--- config.mk ---
export PLATFORM = sky130hd
export DESIGN_NAME = mdio_master
export DESIGN_NICKNAME = d
export VERILOG_FILES = /design/src/rtl/mdio_pkg.sv /design/src/rtl/mdio_clkgen.sv /design/src/rtl/mdio_seq.sv /design/src/rtl/mdio_shifter.sv /design/src/rtl/mdio_master.sv
export SDC_FILE = /design/constraint.sdc
export NUM_CORES = 1
export LEC_CHECK = 0
export ABC_AREA = 1
export CAP_MARGIN = 30
export CORE_MARGIN = 1.5
export CORE_UTILIZATION = 65
export DETAILED_ROUTE_END_ITERATION = 8
export DONT_BUFFER_PORTS = 1
export PLACE_DENSITY_LB_ADDON = 0.12
export SLEW_MARGIN = 25
export SYNTH_ARGS = -nofsm -noshare
export SYNTH_HDL_FRONTEND = slang
export SYNTH_SLANG_ARGS = --single-unit
export TNS_END_PERCENT = 50
--- constraint.sdc ---
create_clock -name clk -period 4.55 [get_ports clk]
set_clock_uncertainty 0.05 [all_clocks]
set_input_delay 1.365 -clock clk [delete_from_list [all_inputs] [get_ports clk]]
set_output_delay 1.365 -clock clk [all_outputs]
set_load 0.01 [all_outputs]
--- src/rtl/mdio_pkg.sv ---
`timescale 1ns/1ps
package mdio_pkg;
    localparam int          BYTE_W    = 8;
    localparam int          DATA_W    = 16;
    localparam int          ADDR_W    = 5;
    localparam logic [1:0]  START_PAT = 2'b01;
    localparam logic [1:0]  OP_READ   = 2'b10;
    localparam logic [1:0]  OP_WRITE  = 2'b01;
    localparam logic [1:0]  TURN_WR   = 2'b10;
    localparam logic [4:0]  STATUS_REG = 5'd1;
    localparam int          LINK_BIT  = 2;

    // byte chunk number idx (0..3) of the part of the frame after the preamble
    function automatic logic [BYTE_W-1:0] frame_chunk(
        input logic [1:0]        idx,
        input logic              wr,
        input logic [ADDR_W-1:0] phy,
        input logic [ADDR_W-1:0] regad,
        input logic [DATA_W-1:0] wdata
    );
        logic [1:0] op;
        op = wr ? OP_WRITE : OP_READ;
        case (idx)
            2'd0:    frame_chunk = {START_PAT, op, phy[4:1]};
            2'd1:    frame_chunk = {phy[0], regad, TURN_WR};
            2'd2:    frame_chunk = wdata[15:8];
            default: frame_chunk = wdata[7:0];
        endcase
    endfunction
endpackage

--- src/rtl/mdio_clkgen.sv ---
`timescale 1ns/1ps
module mdio_clkgen #(
    parameter int CLK_DIV = 4
) (
    input  logic clk,
    input  logic rst_n,
    output logic mdc,
    output logic fall_en,
    output logic rise_en
);
    localparam int HALF = CLK_DIV / 2;
    localparam int CW   = (HALF > 1) ? $clog2(HALF) : 1;

    typedef struct packed {
        logic [CW-1:0] cnt;
        logic          mdc;
    } clk_st_t;

    clk_st_t s_d, s_q;
    logic    wrap;

    assign wrap = (s_q.cnt == CW'(HALF - 1));

    always_comb begin
        s_d = s_q;
        if (wrap) begin
            s_d.cnt = '0;
            s_d.mdc = ~s_q.mdc;
        end else begin
            s_d.cnt = s_q.cnt + 1'b1;
        end
    end

    always_ff @(posedge clk or negedge rst_n) begin
        if (!rst_n) s_q <= '0;
        else        s_q <= s_d;
    end

    assign mdc     = s_q.mdc;
    assign fall_en = wrap &  s_q.mdc;
    assign rise_en = wrap & ~s_q.mdc;
endmodule

--- src/rtl/mdio_seq.sv ---
`timescale 1ns/1ps
module mdio_seq
    import mdio_pkg::*;
#(
    parameter int PRE_LEN = 32
) (
    input  logic              clk,
    input  logic              rst_n,
    input  logic              fall_en,
    input  logic              req,
    input  logic              req_write,
    input  logic [ADDR_W-1:0] req_phy,
    input  logic [ADDR_W-1:0] req_reg,
    input  logic [DATA_W-1:0] req_wdata,
    output logic              busy,
    output logic              done,
    output logic              oe,
    output logic              step,
    output logic              load,
    output logic [BYTE_W-1:0] chunk,
    output logic              latch_hi,
    output logic              latch_lo,
    output logic              link_upd
);
    localparam int FRAME    = PRE_LEN + 32;
    localparam int PW       = $clog2(FRAME + 1);
    localparam int TA_POS   = PRE_LEN + 14;
    localparam int DATA_POS = PRE_LEN + 16;
    localparam int MID_POS  = PRE_LEN + 24;

    typedef struct packed {
        logic              busy;
        logic              wr;
        logic [ADDR_W-1:0] phy;
        logic [ADDR_W-1:0] regad;
        logic [DATA_W-1:0] wdata;
        logic [PW-1:0]     pos;
        logic              oe;
        logic              done;
    } seq_st_t;

    seq_st_t s_d, s_q;
    logic    at_end, in_pre, rd_data;

    always_comb begin
        at_end  = (s_q.pos == PW'(FRAME));
        in_pre  = (s_q.pos < PW'(PRE_LEN));
        rd_data = !s_q.wr && (s_q.pos >= PW'(DATA_POS));
        step    = fall_en && s_q.busy;
        load    = step && (s_q.pos[2:0] == 3'd0) && !at_end && !rd_data;
        chunk   = in_pre ? {BYTE_W{1'b1}}
                         : frame_chunk(2'((s_q.pos - PW'(PRE_LEN)) >> 3),
                                       s_q.wr, s_q.phy, s_q.regad, s_q.wdata);
        latch_hi = step && !s_q.wr && (s_q.pos == PW'(MID_POS));
        latch_lo = step && !s_q.wr && at_end;
        link_upd = latch_lo && (s_q.regad == STATUS_REG);

        s_d      = s_q;
        s_d.done = 1'b0;
        if (!s_q.busy) begin
            if (req) begin
                s_d.busy  = 1'b1;
                s_d.wr    = req_write;
                s_d.phy   = req_phy;
                s_d.regad = req_reg;
                s_d.wdata = req_wdata;
                s_d.pos   = '0;
            end
        end else if (step) begin
            if (at_end) begin
                s_d.busy = 1'b0;
                s_d.done = 1'b1;
                s_d.oe   = 1'b0;
            end else begin
                s_d.pos = s_q.pos + 1'b1;
                s_d.oe  = !(!s_q.wr && (s_q.pos >= PW'(TA_POS)));
            end
        end
    end

    always_ff @(posedge clk or negedge rst_n) begin
        if (!rst_n) s_q <= '0;
        else        s_q <= s_d;
    end

    assign busy = s_q.busy;
    assign done = s_q.done;
    assign oe   = s_q.oe;
endmodule

--- src/rtl/mdio_shifter.sv ---
`timescale 1ns/1ps
module mdio_shifter
    import mdio_pkg::*;
(
    input  logic              clk,
    input  logic              rst_n,
    input  logic              step,
    input  logic              rise_en,
    input  logic              load,
    input  logic [BYTE_W-1:0] chunk,
    input  logic              latch_hi,
    input  logic              latch_lo,
    input  logic              link_upd,
    input  logic              mdi,
    output logic              mdo,
    output logic [DATA_W-1:0] rdata,
    output logic              link_fail
);
    typedef struct packed {
        logic [BYTE_W-1:0] sr;
        logic              samp;
        logic [DATA_W-1:0] rdata;
        logic              link;
    } sh_st_t;

    sh_st_t            s_d, s_q;
    logic [BYTE_W-1:0] shifted;

    always_comb begin
        shifted = {s_q.sr[BYTE_W-2:0], s_q.samp};
        s_d     = s_q;
        if (rise_en) s_d.samp = mdi;
        if (step)    s_d.sr   = load ? chunk : shifted;
        if (latch_hi) s_d.rdata[DATA_W-1:BYTE_W] = shifted;
        if (latch_lo) s_d.rdata[BYTE_W-1:0]      = shifted;
        if (link_upd) s_d.link = ~shifted[LINK_BIT];
    end

    always_ff @(posedge clk or negedge rst_n) begin
        if (!rst_n) s_q <= '0;
        else        s_q <= s_d;
    end

    assign mdo       = s_q.sr[BYTE_W-1];
    assign rdata     = s_q.rdata;
    assign link_fail = s_q.link;
endmodule

--- src/rtl/mdio_master.sv ---
`timescale 1ns/1ps
module mdio_master
    import mdio_pkg::*;
#(
    parameter int CLK_DIV = 4,
    parameter int PRE_LEN = 32
) (
    input  logic              clk,
    input  logic              rst_n,
    input  logic              req,
    input  logic              req_write,
    input  logic [ADDR_W-1:0] req_phy,
    input  logic [ADDR_W-1:0] req_reg,
    input  logic [DATA_W-1:0] req_wdata,
    output logic              busy,
    output logic              done,
    output logic [DATA_W-1:0] rdata,
    output logic              link_fail,
    output logic              mdc,
    output logic              mdo,
    output logic              mdo_oe,
    input  logic              mdi
);
    logic              fall_en, rise_en, step, load, latch_hi, latch_lo, link_upd;
    logic [BYTE_W-1:0] chunk;

    mdio_clkgen #(.CLK_DIV(CLK_DIV)) u_clkgen (
        .clk     (clk),
        .rst_n   (rst_n),
        .mdc     (mdc),
        .fall_en (fall_en),
        .rise_en (rise_en)
    );

    mdio_seq #(.PRE_LEN(PRE_LEN)) u_seq (
        .clk       (clk),
        .rst_n     (rst_n),
        .fall_en   (fall_en),
        .req       (req),
        .req_write (req_write),
        .req_phy   (req_phy),
        .req_reg   (req_reg),
        .req_wdata (req_wdata),
        .busy      (busy),
        .done      (done),
        .oe        (mdo_oe),
        .step      (step),
        .load      (load),
        .chunk     (chunk),
        .latch_hi  (latch_hi),
        .latch_lo  (latch_lo),
        .link_upd  (link_upd)
    );

    mdio_shifter u_shifter (
        .clk       (clk),
        .rst_n     (rst_n),
        .step      (step),
        .rise_en   (rise_en),
        .load      (load),
        .chunk     (chunk),
        .latch_hi  (latch_hi),
        .latch_lo  (latch_lo),
        .link_upd  (link_upd),
        .mdi       (mdi),
        .mdo       (mdo),
        .rdata     (rdata),
        .link_fail (link_fail)
    );
endmodule

==> impl_metrics.json, run 1 <==
{
  "status": "completed",
  "clk_path_buf_depth": 2,
  "fmax_mhz": 406,
  "initial_core_util": 0.679,
  "overflow": 0,
  "clk_pin_slew_worst_paths_ns": 0.06,
  "numCtsBuffers": 9,
  "dp_cells": 437,
  "synth_fa_ha_area_frac": 0.00780,
  "rsz0062_at_grt": "no",
  "cts_setup_buffers": 0,
  "worst_path_largest_cell_delay_ns": 0.35,
  "async_reset_ff_frac": 1.00,
  "synth_compound_area_frac": 0.0764,
  "drc": 0,
  "crit_arrival_ns": 2.63,
  "rr_startpoint": "u_seq.busy",
  "viasPerCell": 5.27,
  "synth_mux_area_frac": 0,
  "max_cap_violations": 0,
  "antenna_cells": 0,
  "core-area_um2": 4720,
  "finalWorstSetupSlack_ns": 2.09,
  "rrSetupSlack_ns": 2.64,
  "drive_gt1_frac": 0.109,
  "io-pin-count": 53,
  "area_growth_pct": 2.77,
  "hold_buffers": 0,
  "period_share": 0.541,
  "ys_seq_area_frac": 0.507,
  "finalCriticalPeriod_ns": 2.46,
  "ys_warn_count": 0,
  "clock_sinks": 65,
  "ir_worst_vdd_mv": 0.305,
  "post-place-ws_ns": 1.71,
  "synth_cell_types": 27,
  "synth-seq-cells": 65,
  "yosys_most_used_dff": "dfrtp_1",
  "slowest_stage": "inv_1",
  "synth_common_cells": "nand2_1, dfrtp_1, nand3_1",
  "die_h_um": 73.3,
  "grt_pass1_wl_um": 9800,
  "antenna_found_initial": 0,
  "synth_nets": 429,
  "wire_per_inst_um": 13.3,
  "finalSetupViolations": 0,
  "layout.nets": 414,
  "tightest_slew_ns": 0.577,
  "first_pass_iters": 4,
  "critPathRequiredTime_ns": 4.72,
  "synth_top_area_share": 0.507,
  "synth_simple_gate_area_frac": 0.304,
  "die_area_um2": 5370,
  "synthXorXnorAreaFrac": 0.00546,
  "crit_path_end_kind": "flop",
  "routed_wl_um": 6040,
  "r2r_cells": 7,
  "final.setup.tns_ns": 0,
  "worstHoldStart": "u_seq.s_q[9]",
  "hold_violations": 0,
  "grt_use_total": 0.247,
  "cts_tree": "done",
  "io_buffers": 0,
  "p_per_area_nw_per_um2": 332,
  "fill_cells": 406,
  "cts_max_level": 3,
  "fin_cells": 453,
  "p_total_mw": 1.09,
  "place_congestion": 0.835,
  "drtIter0Drc": 118,
  "ant_nets": 0,
  "netlist_area_um2": 3210,
  "min_path_cells": 2,
  "synth_cells": 396,
  "cts_resized": 0,
  "cpMostUsedCell": "inv_1",
  "reg2reg_to": "u_seq.s_q[4]",
  "holdWs_ns": 0.427,
  "start_kind": "input port",
  "clock_latency_ns": 0.34,
  "whs_endpoint": "u_seq.s_q[9]",
  "die_w_um": 73.3,
  "path_class": "input port to flop",
  "critPathMaxFanout": 36,
  "row_count": 25,
  "synth_top_family_by_area": "simple AND/OR/NAND/NOR gates",
  "first_global_vias": 2101,
  "power.leakage_nw": 1.68,
  "synth_top_area_cell": "dfrtp_1",
  "yosysMostFrequentCell": "nand2_1",
  "vias": 2386,
  "place_hpwl_um": 4120,
  "root_buffer": "clkbuf_8",
  "synth_top_cells_by_area": "dfrtp_1, nand2_1, nand3_1",
  "slew_violations": 0,
  "hold_path.class": "flop to flop",
  "slew_headroom": 0.615,
  "crit_path_cell_trace": "inv_1 -> nor2_2 -> buf_4 -> inv_1 -> nand2_2 -> inv_1 -> nand2_1 -> o21ai_0",
  "synth_area_per_cell_um2": 8.10,
  "grt_max_degree": 66,
  "synth_edf_count": 0
}
## worst max-delay path, delay by kind of cell
family,cells,cell delay [ns]
compound gates,1,0.07
buf+inv,4,0.79
simple gates,3,0.38
## flip-flops by register name, indices dropped and copies added, names as in the netlist
register             count
u_clkgen.wrap            1
u_seq.oe                 1
u_shifter.link_fail      1
u_shifter.s_q            8
u_shifter.rdata         16
u_seq.s_q               34
u_seq.busy               1
u_clkgen.mdc             1
u_shifter.mdo            1
u_seq.done               1
## metrics by stage
| stage | instance area [um^2] | util |
|---|---|---|
| 6_report | 3300 | 0.698 |
| 2_1_floorplan | 3210 | - |
| 3_3_place_gp | 3110 | 0.658 |
| 4_1_cts | 3300 | 0.698 |
| 3_5_place_dp | 3110 | 0.658 |
| 5_1_grt | 3300 | 0.698 |
## cell usage in the layout, fill, tap and decap left out, types with 3 or more instances in the layout
master      n
nand3_1    31
inv_1      29
clkbuf_1    3
inv_2       5
nor2_2      3
o21ai_0    17
o21ai_1     7
clkbuf_8   10
nor2_4      4
dfrtp_1    65
nand2_1   158
nor2_1     20
o21ai_2    10
a21oi_1     5
## worst max-delay path by stage
stage | cells after the start | endpoint | start | slack (ns)
after global placement | 8 | u_seq.s_q[4] | req | 1.80
after floorplan | 7 | u_seq.s_q[29] | req | 2.26
after detailed placement | 8 | u_seq.s_q[4] | req | 1.71
after CTS | 8 | u_seq.s_q[4] | req | 2.09
final | 8 | u_seq.s_q[4] | req | 2.09
after global routing | 8 | u_seq.s_q[4] | req | 1.91
## cells by family (layout without fill, tap and decap cells)
family          after synthesis  after routing
compound gates               41             41
xor+xnor                      2              2
fa+ha+maj                     2              2
buf+inv                      61             51
flops                        65             65
simple gates                225            225
## cell type report
type,count,area (um^2),area share
multi-input cells,270,1260,0.383
clock buffers,13,149,0.0452
repair buffers,1,7.51,0.00228
inverters,34,128,0.0387
well taps,67,83.8,0.0254
clock inverters,3,40.0,0.0121
flip-flops and latches,65,1630,0.493
## report_power, final
group          internal [mW]  switching (mW)
Sequential             0.592         0.00748
Clock                  0.267           0.206
Combinational        0.00833          0.0139
## per-layer routing
| layer | wire [um] | up-vias | global-route usage |
|---|---|---|---|
| met5 | 0 | - | 0 |
| met4 | 104 | 0 | 0.130 |
| met3 | 354 | 10 | 0.0617 |
| met2 | 2840 | 67 | 0.373 |
| met1 | 2740 | 1104 | 0.329 |
| li1 | - | 1205 | - |
Note: power is estimated with default switching activity, not from simulation.
==> run 2, diff against run 1 <==
Settings changed: CORE_UTILIZATION 65 to 57.
Clock period 4.55 ns to 2.22 ns, I/O delays scaled along.
==> run 2 against run 1 <==
- the run now ends with hold timing left
- wire length rose by 3.4%
- critical endpoint is now u_shifter.rdata[14]
- sequential power grew 110%
- die area rose by 13%
- cell count increased by 1.3%
- register-to-register slack worse by 2.2 ns
==> impl_metrics.json, run 2 (synthesis gave the netlist of run 1 again) <==
{
  "dp_cells": 443,
  "cts_tree": "done",
  "slew_violations": 0,
  "finalCriticalPeriod_ns": 1.75,
  "final_area_um2": 3320,
  "start_kind": "flop",
  "antenna_cells": 0,
  "period_share": 0.790,
  "max_cap_violations": 0,
  "final.setup.tns_ns": 0,
  "finalSetupViolations": 0,
  "area_growth_pct": 3.39,
  "pwr-share-seq": 0.542,
  "drive_gt1_frac": 0.119,
  "place_congestion": 0.801,
  "rsz0062_at_grt": "no",
  "worst_path_largest_cell_delay_ns": 0.45,
  "post-place-ws_ns": 0.391,
  "intPower_mw": 1.77,
  "core-area_um2": 5470,
  "die_h_um": 78.0,
  "p_switching_uw": 495,
  "layout_commonest_cell": "nand2_1",
  "cts_resized": 0,
  "viasPerCell": 5.18,
  "critPathMaxFanout": 16,
  "holdWs_ns": -0.0470,
  "p_total_mw": 2.27,
  "layout.nets": 415,
  "utilization": 0.606,
  "die_w_um": 78.0,
  "hold_violations": 65,
  "cp.depth": 7,
  "cts_max_level": 3,
  "io_buffers": 0,
  "place_hpwl_um": 4280,
  "crit_path_end_kind": "flop",
  "slowest_stage": "dfrtp_1",
  "die_area_um2": 6090,
  "crit_family": "simple AND/OR/NAND/NOR gates",
  "fmax_mhz": 571,
  "r2r_cells": 7,
  "clock_sinks": 65,
  "ant_nets": 0,
  "clk_pin_slew_worst_paths_ns": 0.07,
  "mostFrequentLayoutCells": "nand2_1, dfrtp_1, nand3_1",
  "vias": 2377,
  "critPathBufInv": 1,
  "grt_max_degree": 66,
  "initial_core_util": 0.586,
  "cpMostUsedCell": "nand2_1",
  "combPwrFrac": 0.020,
  "regMostFlops": "u_seq.s_q",
  "grt_use_total": 0.229,
  "clk_path_buf_depth": 2,
  "grt_pass1_wl_um": 10800,
  "status": "finished, violations left",
  "crit_arrival_ns": 1.94,
  "tightest_slew_ns": 0.616,
  "fin_cells": 459,
  "first_global_vias": 2344,
  "critPathRequiredTime_ns": 2.40,
  "finalWorstSetupSlack_ns": 0.467,
  "first_pass_iters": 4,
  "io-pin-count": 53,
  "clock_latency_ns": 0.35,
  "fill_cells": 551,
  "slew_headroom": 0.589,
  "placed_cell_area_um2": 3120,
  "violations": "hold timing",
  "power_frac_clock": 0.437,
  "drtIter0Drc": 126,
  "wire_per_inst_um": 13.6,
  "drc": 0,
  "power.leakage_nw": 1.69,
  "p_per_area_nw_per_um2": 683,
  "cts_setup_buffers": 0,
  "sw_frac_of_total": 0.219,
  "hold_path.class": "input port to asynchronous set/reset pin",
  "routed_wl_um": 6240,
  "numCtsBuffers": 9,
  "path_class": "flop to flop",
  "root_buffer": "clkbuf_8",
  "row_count": 27,
  "ir_worst_vdd_mv": 0.345,
  "crit_path_cell_trace": "inv_1 -> ha_1 -> nand2_1 -> nor2_1 -> nand4_4 -> nand2_1 -> o21ai_2",
  "largest_register_ff_count": 34,
  "overflow": 0,
  "antenna_found_initial": 0
}
[run 2: area by class of cell]
type	instances	area [um^2]	share of cell area
clock buffers	10	138	0.0415
clock inverters	6	57.6	0.0174
inverters	34	128	0.0385
multi-input cells	270	1260	0.381
flip-flops and latches	65	1630	0.490
well taps	72	90.1	0.0272
repair buffers	2	15.0	0.00453
[run 2: routing by layer]
metal,vias to the layer above,track usage,part of all wire
met5,-,0,0
met4,0,0.114,0.018
li1,1192,-,-
met3,10,0.0500,0.065
met1,1100,0.310,0.47
met2,75,0.351,0.45
[run 2: power by group through the flow]
stage	Clock (mW)	Combinational [mW]	Sequential, mW
floorplan	0	0.0374	1.25
global placement	0	0.0452	1.25
detailed placement	0	0.0465	1.25
CTS	1.01	0.0468	1.23
global route	1.05	0.0559	1.23
finish	0.991	0.0460	1.23
[run 2: final timing paths]
kind	start	end	slack [ns]
worst max register to register	u_seq.s_q[2]	u_shifter.rdata[14]	0.47
min in group clk	req_phy[4]	u_seq.s_q[34]	0.37
worst min register to register	u_seq.s_q[9]	u_seq.s_q[9]	0.42
max in group asynchronous	rst_n	u_seq.s_q[8]	2.06
worst min-delay path	rst_n	u_clkgen.mdc	-0.05
worst max-delay path	u_seq.s_q[2]	u_shifter.rdata[14]	0.47
